===== config.mk =====
export PLATFORM = sky130hd
export DESIGN_NAME = div_norm
export DESIGN_NICKNAME = d
export VERILOG_FILES = /design/src/rtl/div_pkg.sv /design/src/rtl/div_lzc.sv /design/src/rtl/div_step.sv /design/src/rtl/div_fsm.sv /design/src/rtl/div_norm.sv
export SDC_FILE = /design/constraint.sdc
export NUM_CORES = 1
export LEC_CHECK = 0
export BUFFER_PORTS_ARGS = -buffer_cell sky130_fd_sc_hd__buf_4
export CAP_MARGIN = 15
export CORE_UTILIZATION = 36
export DETAILED_ROUTE_END_ITERATION = 7
export HOLD_SLACK_MARGIN = 0.15
export SYNTH_ARGS = -nofsm -noshare
export SYNTH_HDL_FRONTEND = slang
export SYNTH_SLANG_ARGS = --single-unit

===== constraint.sdc =====
create_clock -name clk_i -period 8 [get_ports clk_i]
set_input_delay 0.8 -clock clk_i [delete_from_list [all_inputs] [get_ports clk_i]]
set_output_delay 0.8 -clock clk_i [all_outputs]
set_load 0.02 [all_outputs]

===== src/rtl/div_pkg.sv =====
package div_pkg;
  typedef enum logic [1:0] {
    ST_IDLE = 2'd0,
    ST_RUN  = 2'd1,
    ST_FIX  = 2'd2
  } div_state_e;
endpackage


===== src/rtl/div_lzc.sv =====
module div_lzc #(
  parameter int W  = 16,
  parameter int SW = $clog2(W)
) (
  input  logic [W-1:0]  val_i,
  output logic [SW-1:0] cnt_o,
  output logic          zero_o
);
  logic hit;

  always_comb begin
    cnt_o = '0;
    hit   = 1'b0;
    for (int i = W - 1; i >= 0; i--) begin
      if (!hit) begin
        if (val_i[i]) hit = 1'b1;
        else          cnt_o = cnt_o + SW'(1);
      end
    end
  end

  assign zero_o = ~|val_i;

  always_comb begin
    if (!zero_o) a_r2_lzc_norm: assert ((val_i << cnt_o) >= (W'(1) << (W - 1)));
  end
endmodule


===== src/rtl/div_step.sv =====
module div_step #(
  parameter int W = 16
) (
  input  logic [W:0]   win_i,
  input  logic [W-1:0] div_i,
  input  logic         last_i,
  output logic         qbit_o,
  output logic [W:0]   win_o
);
  logic [W:0] rest;

  always_comb begin
    qbit_o = (win_i >= {1'b0, div_i});
    rest   = qbit_o ? (win_i - {1'b0, div_i}) : win_i;
    // last step keeps the raw remainder unshifted
    win_o  = last_i ? rest : {rest[W-1:0], 1'b0};
  end
endmodule


===== src/rtl/div_fsm.sv =====
module div_fsm
  import div_pkg::*;
#(
  parameter int W  = 16,
  parameter int SW = $clog2(W)
) (
  input  logic          clk_i,
  input  logic          rst_ni,
  input  logic          start_i,
  input  logic          zero_i,
  input  logic [SW-1:0] shift_i,
  output logic          load_o,
  output logic          zdone_o,
  output logic          iter_o,
  output logic          last_o,
  output logic          fix_o,
  output logic          busy_o
);
  div_state_e   state_q;
  logic [SW-1:0] cnt_q;

  assign load_o  = (state_q == ST_IDLE) && start_i && !zero_i;
  assign zdone_o = (state_q == ST_IDLE) && start_i && zero_i;
  assign iter_o  = (state_q == ST_RUN);
  assign last_o  = iter_o && (cnt_q == '0);
  assign fix_o   = (state_q == ST_FIX);
  assign busy_o  = (state_q != ST_IDLE);

  always_ff @(posedge clk_i or negedge rst_ni) begin
    if (!rst_ni) begin
      state_q <= ST_IDLE;
      cnt_q   <= '0;
    end else begin
      unique case (state_q)
        ST_IDLE: if (load_o) begin
          state_q <= ST_RUN;
          cnt_q   <= shift_i;
        end
        ST_RUN: begin
          if (cnt_q == '0) state_q <= ST_FIX;
          else             cnt_q   <= cnt_q - SW'(1);
        end
        ST_FIX:  state_q <= ST_IDLE;
        default: state_q <= ST_IDLE;
      endcase
    end
  end

  a_r3_run_exits_to_fix: assert property (@(posedge clk_i) disable iff (!rst_ni)
    last_o |=> fix_o);
  a_r8_no_load_when_busy: assert property (@(posedge clk_i) disable iff (!rst_ni)
    busy_o |-> !load_o && !zdone_o);
endmodule


===== src/rtl/div_norm.sv =====
module div_norm #(
  parameter int W  = 16,
  parameter int SW = $clog2(W)
) (
  input  logic         clk_i,
  input  logic         rst_ni,
  input  logic         start_i,
  input  logic [W-1:0] dividend_i,
  input  logic [W-1:0] divisor_i,
  output logic         busy_o,
  output logic         done_o,
  output logic         dbz_o,
  output logic [W-1:0] quotient_o,
  output logic [W-1:0] remainder_o
);
  logic [SW-1:0] lz;
  logic          v_zero;
  logic          load, zdone, iter, last, fix;
  logic [W:0]    win_q, win_nx;
  logic [W-1:0]  dn_q, q_sh;
  logic [SW-1:0] sh_q;
  logic          qbit;

  div_lzc #(.W(W), .SW(SW)) u_lzc (
    .val_i (divisor_i),
    .cnt_o (lz),
    .zero_o(v_zero)
  );

  div_fsm #(.W(W), .SW(SW)) u_fsm (
    .clk_i  (clk_i),
    .rst_ni (rst_ni),
    .start_i(start_i),
    .zero_i (v_zero),
    .shift_i(lz),
    .load_o (load),
    .zdone_o(zdone),
    .iter_o (iter),
    .last_o (last),
    .fix_o  (fix),
    .busy_o (busy_o)
  );

  div_step #(.W(W)) u_step (
    .win_i (win_q),
    .div_i (dn_q),
    .last_i(last),
    .qbit_o(qbit),
    .win_o (win_nx)
  );

  always_ff @(posedge clk_i or negedge rst_ni) begin
    if (!rst_ni) begin
      win_q <= '0;
      dn_q  <= '0;
      sh_q  <= '0;
      q_sh  <= '0;
    end else if (load) begin
      win_q <= {1'b0, dividend_i};
      dn_q  <= divisor_i << lz;
      sh_q  <= lz;
      q_sh  <= '0;
    end else if (iter) begin
      win_q <= win_nx;
      q_sh  <= {q_sh[W-2:0], qbit};
    end
  end

  always_ff @(posedge clk_i or negedge rst_ni) begin
    if (!rst_ni) begin
      done_o      <= 1'b0;
      dbz_o       <= 1'b0;
      quotient_o  <= '0;
      remainder_o <= '0;
    end else begin
      done_o <= fix || zdone;
      if (fix) begin
        quotient_o  <= q_sh;
        remainder_o <= win_q[W-1:0] >> sh_q;  // undo normalization
        dbz_o       <= 1'b0;
      end else if (zdone) begin
        quotient_o  <= '1;
        remainder_o <= dividend_i;
        dbz_o       <= 1'b1;
      end
    end
  end

  a_r1_rem_below_divisor: assert property (@(posedge clk_i) disable iff (!rst_ni)
    (done_o && !dbz_o) |-> (remainder_o < (dn_q >> sh_q)));
  a_r2_divisor_normalized: assert property (@(posedge clk_i) disable iff (!rst_ni)
    iter |-> dn_q[W-1]);
  a_r5_window_bound: assert property (@(posedge clk_i) disable iff (!rst_ni)
    iter |-> (win_q < {dn_q, 1'b0}));
  a_r7_done_while_idle: assert property (@(posedge clk_i) disable iff (!rst_ni)
    done_o |-> !busy_o);
  a_r3_busy_ends_with_done: assert property (@(posedge clk_i) disable iff (!rst_ni)
    $fell(busy_o) |-> done_o);
  a_r8_operands_stable: assert property (@(posedge clk_i) disable iff (!rst_ni)
    busy_o |=> $stable(dn_q) && $stable(sh_q));
  a_r9_dbz_result: assert property (@(posedge clk_i) disable iff (!rst_ni)
    $rose(dbz_o) |-> done_o && (&quotient_o));
endmodule


Word-level counts from Yosys, hierarchy flattened
Cells that the tools add are included.
{ "word_totals": {"regBits": 93, "latch_bits": 0, "ram_bits": 0, "rom_bits": 0, "inputBits": 35, "output_inout_bits": 35, "memories": 0} }
{ "classes": {"add_sub_neg": 17, "n_mul": 0, "div": 0, "n_lt_le_gt_ge": 1, "eq_ne": 6, "n_shift": 2, "muxes": 78, "bitwise_logic": 0, "reduce_logical": 16} }
{ "op_table": {"columns": ["cell", "count"], "rows": [
  ["two-way mux 4 bit", 32],
  ["two-way mux 16 bit", 6],
  ["two-way mux 17 bit", 4],
  ["adder 4 x 1 -> 4 bit (second input constant)", 14],
  ["two-way mux 1 bit", 32],
  [">= comparator 17 x 16 -> 1 bit", 1],
  ["subtractor 17 x 16 -> 17 bit", 1],
  ["OR reduction 16 bit", 1],
  ["left shift 16 x 4 -> 16 bit", 1],
  [">> shifter 16 x 4 -> 16 bit", 1],
  ["case mux 4 bit (2 select lines)", 1],
  ["nonzero test 2 bit", 4],
  ["!= test 2 bit (second input constant)", 3],
  ["logical AND 1 bit", 4],
  ["zero test 4 bit", 1],
  ["two-way mux 2 bit", 2],
  ["case mux 2 bit (2 select lines)", 1],
  ["AND reduction 2 bit", 2],
  ["subtractor 4 x 1 -> 4 bit (second input constant)", 1],
  ["!= test 3 bit (second input constant)", 1],
  ["AND reduction 3 bit", 1],
  ["adder 1 x 1 -> 2 bit (second input constant)", 1],
  ["equality test 2 x 1 -> 1 bit (second input constant)", 1],
  ["equality test 2 bit (second input constant)", 1],
  ["other kinds (3)", 3]
]} }

Logic depth before layout (Yosys ltp)
Gate-level depths: netlist of the first run.
{ "depth": {"word_depth": 48, "depth_mapped": 45, "ltp_nobuf": 43} }

Cells and area by module
Synthesis of the first run repeated with hierarchy kept, for this count alone.
{ "hier_totals": {"hier_cells": 832, "area_unflattened_um2": 7508.5} }
{ "modules_own_cells": {"columns": ["module", "n_inst", "cells_each", "area_per_inst_um2", "seq_area_each_um2"], "rows": [
  ["div_norm", 1, 457, 4837.1, 2177.1],
  ["div_step", 1, 195, 1308.8, 0.0],
  ["div_lzc", 1, 141, 985.9, 0.0],
  ["div_fsm", 1, 39, 376.6, 150.1]
]} }

Worst setup path after synthesis of the first run
Ideal clock, no wire load.
{ "synth_timing": {"path_kind": "input to register", "startpoint": "in divisor_i[14]", "endpoint": "reg dn_q[15]", "arrival_ps": 8100, "slack_ps": -187, "path_stages": 44, "n_path_buf": 3, "cell_sequence": "or2_2 > clkbuf_1 > inv_1 > ha_1 > nor3_1 > nor2_1 > ha_1 > nand2_1 > o21ai_0 > a21oi_1 > mux2_2 > ha_1 > mux2_2 > mux2i_1 > a221oi_1 > nor2_1 > o21ai_0 > ha_1 > (+8 left out) > nand2_1 > nand2_1 > ha_1 > a21boi_0 > o21ai_0 > ha_1 > mux2i_1 > o21ai_0 > o21ai_0 > o21ai_0 > a21o_1 > clkbuf_1 > buf_1 > mux2i_1 > nand2_1 > a21oi_1 > nand2_1 > o211ai_1"} }
{ "synth_via": {"elab_chain_len": 45, "elab_cells_between_ends": 62} }
{ "synth_lines": {"columns": ["item", "line_no", "text"], "rows": [
  ["from (decl)", "div_norm.sv:9", "input logic [W-1:0] divisor_i,"],
  ["two-way mux 4 bit", "div_lzc.sv:16", "if (val_i[i]) hit = 1'b1;"],
  ["two-way mux 4 bit", "div_lzc.sv:15", "if (!hit) begin"],
  ["adder 4 x 1 -> 4 bit", "div_lzc.sv:17", "else cnt_o = cnt_o + SW'(1);"],
  ["two-way mux 4 bit", "div_lzc.sv:16", null],
  ["two-way mux 4 bit", "div_lzc.sv:15", null],
  ["adder 4 x 1 -> 4 bit", "div_lzc.sv:17", null],
  ["two-way mux 4 bit", "div_lzc.sv:16", null],
  ["two-way mux 4 bit", "div_lzc.sv:15", null],
  ["(+29 left out)", null, null],
  ["two-way mux 4 bit", "div_lzc.sv:15", null],
  ["adder 4 x 1 -> 4 bit", "div_lzc.sv:17", null],
  ["two-way mux 4 bit", "div_lzc.sv:16", null],
  ["two-way mux 4 bit", "div_lzc.sv:15", null],
  ["adder 4 x 1 -> 4 bit", "div_lzc.sv:17", null],
  ["two-way mux 4 bit", "div_lzc.sv:16", null],
  ["two-way mux 4 bit", "div_lzc.sv:15", null],
  ["left shift 16 x 4 -> 16 bit", "div_norm.sv:60", "dn_q <= divisor_i << lz;"],
  ["to (signal assigned)", "div_norm.sv:60", null],
  ["to (decl)", "div_norm.sv:20", "logic [W-1:0] dn_q, q_sh;"]
]} }
Several ways; a longest one is shown, not always the timed one.
A chain may end at the register's enable or synchronous reset.

Worst setup path in the final report of the first run
{ "layout_timing": {"startpoint": "in divisor_i[13]", "endpoint": "reg dn_q[14]"} }
{ "layout_via": {"elab_chain_len": 42, "elab_cells_between_ends": 58} }
{ "layout_lines": {"columns": ["item", "line_no"], "rows": [
  ["two-way mux 4 bit", "div_lzc.sv:16"],
  ["two-way mux 4 bit", "div_lzc.sv:15"],
  ["adder 4 x 1 -> 4 bit", "div_lzc.sv:17"],
  ["two-way mux 4 bit", "div_lzc.sv:16"],
  ["two-way mux 4 bit", "div_lzc.sv:15"],
  ["adder 4 x 1 -> 4 bit", "div_lzc.sv:17"],
  ["two-way mux 4 bit", "div_lzc.sv:16"],
  ["two-way mux 4 bit", "div_lzc.sv:15"],
  ["(+26 left out)", null],
  ["two-way mux 4 bit", "div_lzc.sv:15"],
  ["adder 4 x 1 -> 4 bit", "div_lzc.sv:17"],
  ["two-way mux 4 bit", "div_lzc.sv:16"],
  ["two-way mux 4 bit", "div_lzc.sv:15"],
  ["adder 4 x 1 -> 4 bit", "div_lzc.sv:17"],
  ["two-way mux 4 bit", "div_lzc.sv:16"],
  ["two-way mux 4 bit", "div_lzc.sv:15"],
  ["left shift 16 x 4 -> 16 bit", "div_norm.sv:60"]
]} }
Several ways; a longest one is shown, not always the timed one.

==> load_flow_metrics.sql, run 1 <==
INSERT INTO impl_metrics (metric_group, metric, value, unit) VALUES
('routing', 'initialDrtViolationCount', '500', ''),
('cts', 'cts_made_buffers', '9', ''),
('logic_synthesis', 'synth-edff-count', '0', ''),
('outcome', 'outcome', 'finished clean', ''),
('floorplan', 'initial_core_util', '37.3', '%'),
('setup_path', 'critPathCaptureType', 'flip-flop', ''),
('setup_path', 'timing.critical_path.arrival', '7.85', 'ns'),
('setup_path', 'cp_common_cell', 'ha_1', ''),
('cts', 'clk_path_buf_depth', '2', ''),
('global_route', 'groute.usage.overall', '20.6', '%'),
('sta', 'finalSetupViolCount', '0', ''),
('setup_path', 'worstSetupStartpointType', 'input pin', ''),
('flow_run', 'drv.max_cap_violation_count', '0', ''),
('setup_path', 'rr_endpoint', 'win_q[7]', ''),
('logic_synthesis', 'yosys.cell_count.top_type', 'nand2_1', ''),
('logic_synthesis', 'syn-cell-area', '0.00707', 'mm²'),
('global_route', 'antenna_violations_before_repair', '0', ''),
('setup_path', 'timing.critical_path.fanout_max', '8', ''),
('finish', 'nNetsFinal', '1043', ''),
('routing', 'mean_routed_wirelength_per_cell', '16.2', 'µm'),
('sta', 'final-max-slew-violation-count', '0', ''),
('floorplan', 'die_width', '142', 'µm'),
('power', 'seq_power_share', '27.0', '%'),
('logic_synthesis', 'ys_ff_latch', '93', ''),
('cts', 'cts_root_buffer', 'clkbuf_16', ''),
('setup_path', 'rr_startpoint', 'dn_q[1]', ''),
('logic_synthesis', 'synthCells', '889', ''),
('logic_synthesis', 'synth.net_count', '955', ''),
('finish', 'finish.utilization', '45.5', '%'),
('finish', 'area_delta_synth_final', '22.1', '%'),
('global_route', 'global_route_wire_length_before_repair', '33.2', 'mm'),
('setup_path', 'timing.critical_path.required', '8.24', 'ns'),
('logic_synthesis', 'synth_top_area_share', '32.9', '%'),
('setup_path', 'worst_r2r_path_depth', '13', ''),
('sta', 'final_period_minus_worst_setup_slack', '7.61', 'ns'),
('floorplan', 'die-area', '0.0202', 'mm²'),
('sta', 'share_of_the_cycle_needed_by_the_critical_path_after_routing', '95.1', '%'),
('placement', 'port_buffers', '69', ''),
('floorplan', 'die_h', '142', 'µm'),
('logic_synthesis', 'yosys.area.top_type', 'dfrtp_1', ''),
('setup_path', 'setup.reg_to_reg.worst_slack', '4.33', 'ns'),
('power', 'peakVddDrop', '0.155', 'mV'),
('logic_synthesis', 'synthDistinctLibCells', '70', ''),
('setup_path', 'cp_num_buf_inv', '5', ''),
('global_route', 'gr_overflow_total', '0', ''),
('cts', 'clkTransAtPathRegs', '0.08', 'ns'),
('routing', 'detail_route.drc_violations', '0', ''),
('routing', 'vias', '6876', ''),
('placement', 'hpwl_dp', '14.8', 'mm'),
('routing', 'detailedRoute.firstPassIterationCount', '6', ''),
('sta', 'tightestPinTransition', '1.16', 'ns'),
('global_route', 'maximum_number_of_pins_on_one_net_before_global_route_repair', '77', ''),
('power', 'share_comb_of_total_power', '59.2', '%'),
('cts', 'clock_latency_of_the_later_clocked_register_in_the_worst_skew_pair', '0.36', 'ns'),
('logic_synthesis', 'number_of_warnings_printed_during_yosys_synthesis', '0', ''),
('setup_path', 'crit_slowest_cell', 'or3b_2', ''),
('power', 'static_leak', '3.80', 'nW'),
('worst_hold_path', 'hp-class', 'in2async', ''),
('floorplan', 'rows', '50', ''),
('logic_synthesis', 'synth.area.top_cells', 'dfrtp_1, nand2_1, o21ai_0, mux2i_1, ha_1', ''),
('logic_synthesis', 'post_synth.cell_area_avg', '7.95', 'µm²'),
('power', 'share_clk_of_total_power', '13.8', '%'),
('routing', 'totalWireLength', '20.1', 'mm'),
('placement', 'placer_congestion', '0.904', ''),
('cts', 'quantity_of_hold_fixing_buffers_added_after_cts', '0', ''),
('sta', 'timing.max_slew.rel_slack', '22.2', '%'),
('routing', 'vias_per_cell', '5.54', ''),
('cts', 'clkSinkCount', '93', ''),
('finish', 'antenna_diode_instance_count', '0', ''),
('sta', 'fmax', '0.131', 'GHz'),
('sta', 'final_hold_viol_count', '0', '');
==> layer usage <==
metal  track usage (%)  part of all wire [%]
met4              5.32                   1.7
met3              3.47                   4.8
met2              33.2                    46
met5                 0                     0
met1              28.4                    47
==> stage by stage <==
step           worst slack (ns)  power (mW)  hold WS, ns  TNS (ns)  cells
6_report                  0.393        3.32        0.311         0   1242
5_1_grt                 -0.0109        3.62        0.323   -0.0259   1242
4_1_cts                  0.0364        3.30        0.313         0   1236
3_5_place_dp             -0.374        2.83        0.465     -4.84   1220
3_3_place_gp             -0.298        2.82        0.464     -2.64   1220
2_1_floorplan            0.0198        2.29        0.439         0    889
==> cell type report <==
cell class              count  area, µm²
clock inverters             6       76.3
flip-flops and latches     93       2330
repair buffers            127        961
fillers                  1917      10300
well taps                 260        325
multi-input cells         708       4570
inverters                  38        148
clock buffers              10        229
==> worst max-delay path by stage <==
stage / start / to / slack [ns] / cells past startpoint
after floorplan: divisor_i[14] / dn_q[10] / 0.02 / 43
after global placement: divisor_i[13] / dn_q[11] / -0.30 / 44
after detailed placement: divisor_i[13] / dn_q[11] / -0.37 / 44
after CTS: divisor_i[13] / dn_q[11] / 0.04 / 43
after global routing: divisor_i[13] / dn_q[7] / -0.01 / 44
final: divisor_i[13] / dn_q[14] / 0.39 / 42
==> layout by cell type (no fill, tap or decap), types with 4 or more instances in the layout <==
cell and count:
a211oi_1 16, a21o_1 7, a21oi_1 43, a21oi_2 5, a221oi_1 12, a31oi_1 12
a32oi_1 4, and2_1 4, and3_1 5, and4_1 4, buf_4 125, clkbuf_16 9
dfrtp_1 93, ha_1 29, inv_1 35, mux2_2 9, mux2i_1 34, nand2_1 150
nand2b_1 14, nand3_1 13, nor2_1 77, nor2_2 4, nor2b_1 11, nor3_1 16
nor3b_1 4, nor4_1 6, o211ai_1 5, o21a_1 5, o21ai_0 76, o21ai_1 14
o221ai_1 5, o22ai_1 17, or2_2 5, or3_1 12, xnor2_1 14, xor2_1 11
==> what timing repair did <==
item	4_1_cts	5_1_grt
buffers inserted	0	6
pin swaps	1	22
endpoints found under the setup margin	1	20
gates resized for setup	2	38
==> flip-flops by register name, summed over array words and instances, names as in the netlist <==
register and count:
dn_q 16, done_o 1, u_fsm.cnt_q 4, quotient_o 16
remainder_o 16, q_sh 16, sh_q 4, u_fsm.state_q 2
win_q 17, dbz_o 1
==> cell families after synthesis <==
logic type | synth area share [%]
fa+ha+maj | 5.59
simple gates | 23.7
mux | 7.61
compound gates | 22.0
buf+inv | 4.81
flops | 32.9
xor+xnor | 3.45
==> power groups by stage <==
stage	logic, mW	clock network, mW	registers, mW
detailed placement	1.93	0	0.899
finish	1.97	0.457	0.896
floorplan	1.37	0	0.913
global placement	1.92	0	0.899
CTS	1.94	0.465	0.893
global route	2.21	0.483	0.925
Power figures use the tool's default switching activity.
==> run 2, diff against run 1 <==
Settings changed: CORE_UTILIZATION 36 to 50, PLACE_DENSITY set to 0.69.
==> load_flow_metrics.sql, run 2 (synthesis gave the netlist of run 1 again) <==
INSERT INTO impl_metrics (metric_group, metric, value, unit) VALUES
('outcome', 'outcome', 'finished clean', ''),
('power', 'peakVddDrop', '0.191', 'mV'),
('floorplan', 'rows', '43', ''),
('finish', 'area_delta_synth_final', '22.1', '%'),
('global_route', 'maximum_number_of_pins_on_one_net_before_global_route_repair', '58', ''),
('sta', 'setup_slack', '0.393', 'ns'),
('routing', 'vias', '6932', ''),
('finish', 'layout.cells.non_filler', '1164', ''),
('routing', 'vias_per_cell', '5.96', ''),
('routing', 'mean_routed_wirelength_per_cell', '16.8', 'µm'),
('floorplan', 'io_pins', '70', ''),
('sta', 'setup_total_negative_slack', '0', 'ns'),
('routing', 'detailedRoute.firstPassIterationCount', '5', ''),
('cts', 'clkSinkCount', '93', ''),
('sta', 'tightestPinTransition', '1.12', 'ns'),
('sta', 'worst_hold_slack', '0.392', 'ns'),
('routing', 'initialDrtViolationCount', '440', ''),
('global_route', 'antenna_violations_before_repair', '0', ''),
('sta', 'final-max-slew-violation-count', '0', ''),
('placement', 'placer_congestion', '0.950', ''),
('setup_path', 'max_stage_delay', '0.36', 'ns'),
('finish', 'most_common_cell_after_layout_fill_and_taps_aside', 'nand2_1', ''),
('setup_path', 'critPathCaptureType', 'flip-flop', ''),
('placement', 'dpl.cell_count', '1141', ''),
('global_route', 'groute.usage.overall', '27.1', '%'),
('cts', 'clock_latency_of_the_later_clocked_register_in_the_worst_skew_pair', '0.36', 'ns'),
('setup_path', 'timing.critical_path.arrival', '7.84', 'ns'),
('cts', 'clk_path_buf_depth', '2', ''),
('sta', 'fmax', '0.131', 'GHz'),
('placement', 'port_buffers', '69', ''),
('flow_run', 'drv.max_cap_violation_count', '0', ''),
('sta', 'finalSetupViolCount', '0', ''),
('cts', 'cts_tree', 'yes', ''),
('cts', 'cts_root_buffer', 'clkbuf_16', ''),
('finish', 'largest_register_ffs', '17', ''),
('global_route', 'global_route_wire_length_before_repair', '31.5', 'mm'),
('routing', 'final_antenna_net_count', '0', ''),
('sta', 'final_hold_viol_count', '0', ''),
('cts', 'clkTransAtPathRegs', '0.07', 'ns'),
('setup_path', 'timing.critical_path.fanout_max', '5', ''),
('global_route', 'first_global_vias', '6539', ''),
('finish', 'fin_area', '0.00863', 'mm²'),
('cts', 'quantity_of_hold_fixing_buffers_added_after_cts', '0', ''),
('finish', 'antenna_diode_instance_count', '0', ''),
('floorplan', 'die_h', '121', 'µm'),
('placement', 'hpwl_dp', '14.1', 'mm'),
('sta', 'share_of_the_cycle_needed_by_the_critical_path_after_routing', '95.1', '%'),
('global_route', 'gr_overflow_total', '0', ''),
('cts', 'htreeDepth', '3', ''),
('sta', 'final_period_minus_worst_setup_slack', '7.61', 'ns'),
('finish', 'mostFrequentLayoutCells', 'nand2_1, buf_4, dfrtp_1', ''),
('placement', 'pre_cts_ws', '-0.412', 'ns'),
('setup_path', 'timing.critical_path.required', '8.24', 'ns'),
('floorplan', 'fp.coreArea', '0.0138', 'mm²'),
('setup_path', 'crit_slowest_cell', 'or3_1', ''),
('floorplan', 'die-area', '0.0146', 'mm²'),
('power', 'power.density_cell_area', '384', 'mW/mm²'),
('power', 'static_leak', '3.82', 'nW'),
('worst_hold_path', 'hp-class', 'in2async', ''),
('cts', 'cts_made_buffers', '9', ''),
('finish', 'share_of_layout_cells_above_drive_strength_1', '22.0', '%'),
('finish', 'nNetsFinal', '1045', ''),
('floorplan', 'initial_core_util', '51.1', '%'),
('finish', 'regMostFlops', 'win_q', ''),
('sta', 'setup_skew', '0.00832', 'ns'),
('routing', 'totalWireLength', '19.6', 'mm'),
('finish', 'finish.utilization', '62.4', '%'),
('power', 'report.power.total', '3.32', 'mW'),
('placement', 'placement.cell_area', '0.00806', 'mm²'),
('sta', 'timing.max_slew.rel_slack', '24.8', '%'),
('setup_path', 'worstSetupStartpointType', 'input pin', ''),
('floorplan', 'die_width', '121', 'µm'),
('routing', 'detail_route.drc_violations', '0', ''),
('setup_path', 'crit_type', 'in2reg', '');
run 2: cell count changes in the layout (fill, tap and decap cells not counted), sizes merged:
cell / previous run / this run
buf: 127 / 129
clkinv: 2 / 3
inv: 41 / 40
run 2: path summary, 6_finish.rpt:
check | from | slack (ns) | to | depth (start not counted)
max in group asynchronous | rst_ni | 6.51 | remainder_o[10] | 2
worst max-delay path | divisor_i[13] | 0.39 | dn_q[14] | 43
min in group clk_i | dbz_o | 0.48 | dbz_o | 2
worst max register to register | dn_q[1] | 4.29 | win_q[7] | 13
worst min register to register | dbz_o | 0.48 | dbz_o | 2
worst min-delay path | rst_ni | 0.39 | dn_q[2] | 1
run 2: layout make-up:
class                   count  area [µm²]
repair buffers            129         986
well taps                 180         225
flip-flops and latches     93        2330
clock buffers              10         229
clock inverters             6        70.1
inverters                  38         148
fillers                  1273        5190
multi-input cells         708        4650
run 2: where the power goes:
part	switching (mW)	internal [mW]	total, mW
clock network	0.197	0.246	0.443
registers	0.197	0.693	0.890
logic	1.13	0.851	1.98
total	1.53	1.79	3.32
run 2: metal layers:
metal | wire (µm) | global-route usage (%) | vias up | share of wire (%)
met4 | 382 | 8.26 | 0 | 2.0
li1 | - | - | 3355 | -
met5 | 0 | 0 | - | 0
met1 | 8660 | 36.2 | 3354 | 44
met3 | 951 | 5.12 | 35 | 4.9
met2 | 9550 | 44.4 | 188 | 49
run 2: worst max-delay path, delay by kind of cell:
family	cells	cell delay, ns
buf+inv	3	0.34
fa+ha+maj	8	2.01
xor+xnor	2	0.33
mux	3	0.71
compound gates	11	1.40
simple gates	16	2.23
run 2: what timing repair did:
item                       CTS  global route
buffers inserted             0             6
gates resized for setup      6            45
pin swaps                    1            24
cloned                       0             1
setup endpoints to repair    7            20
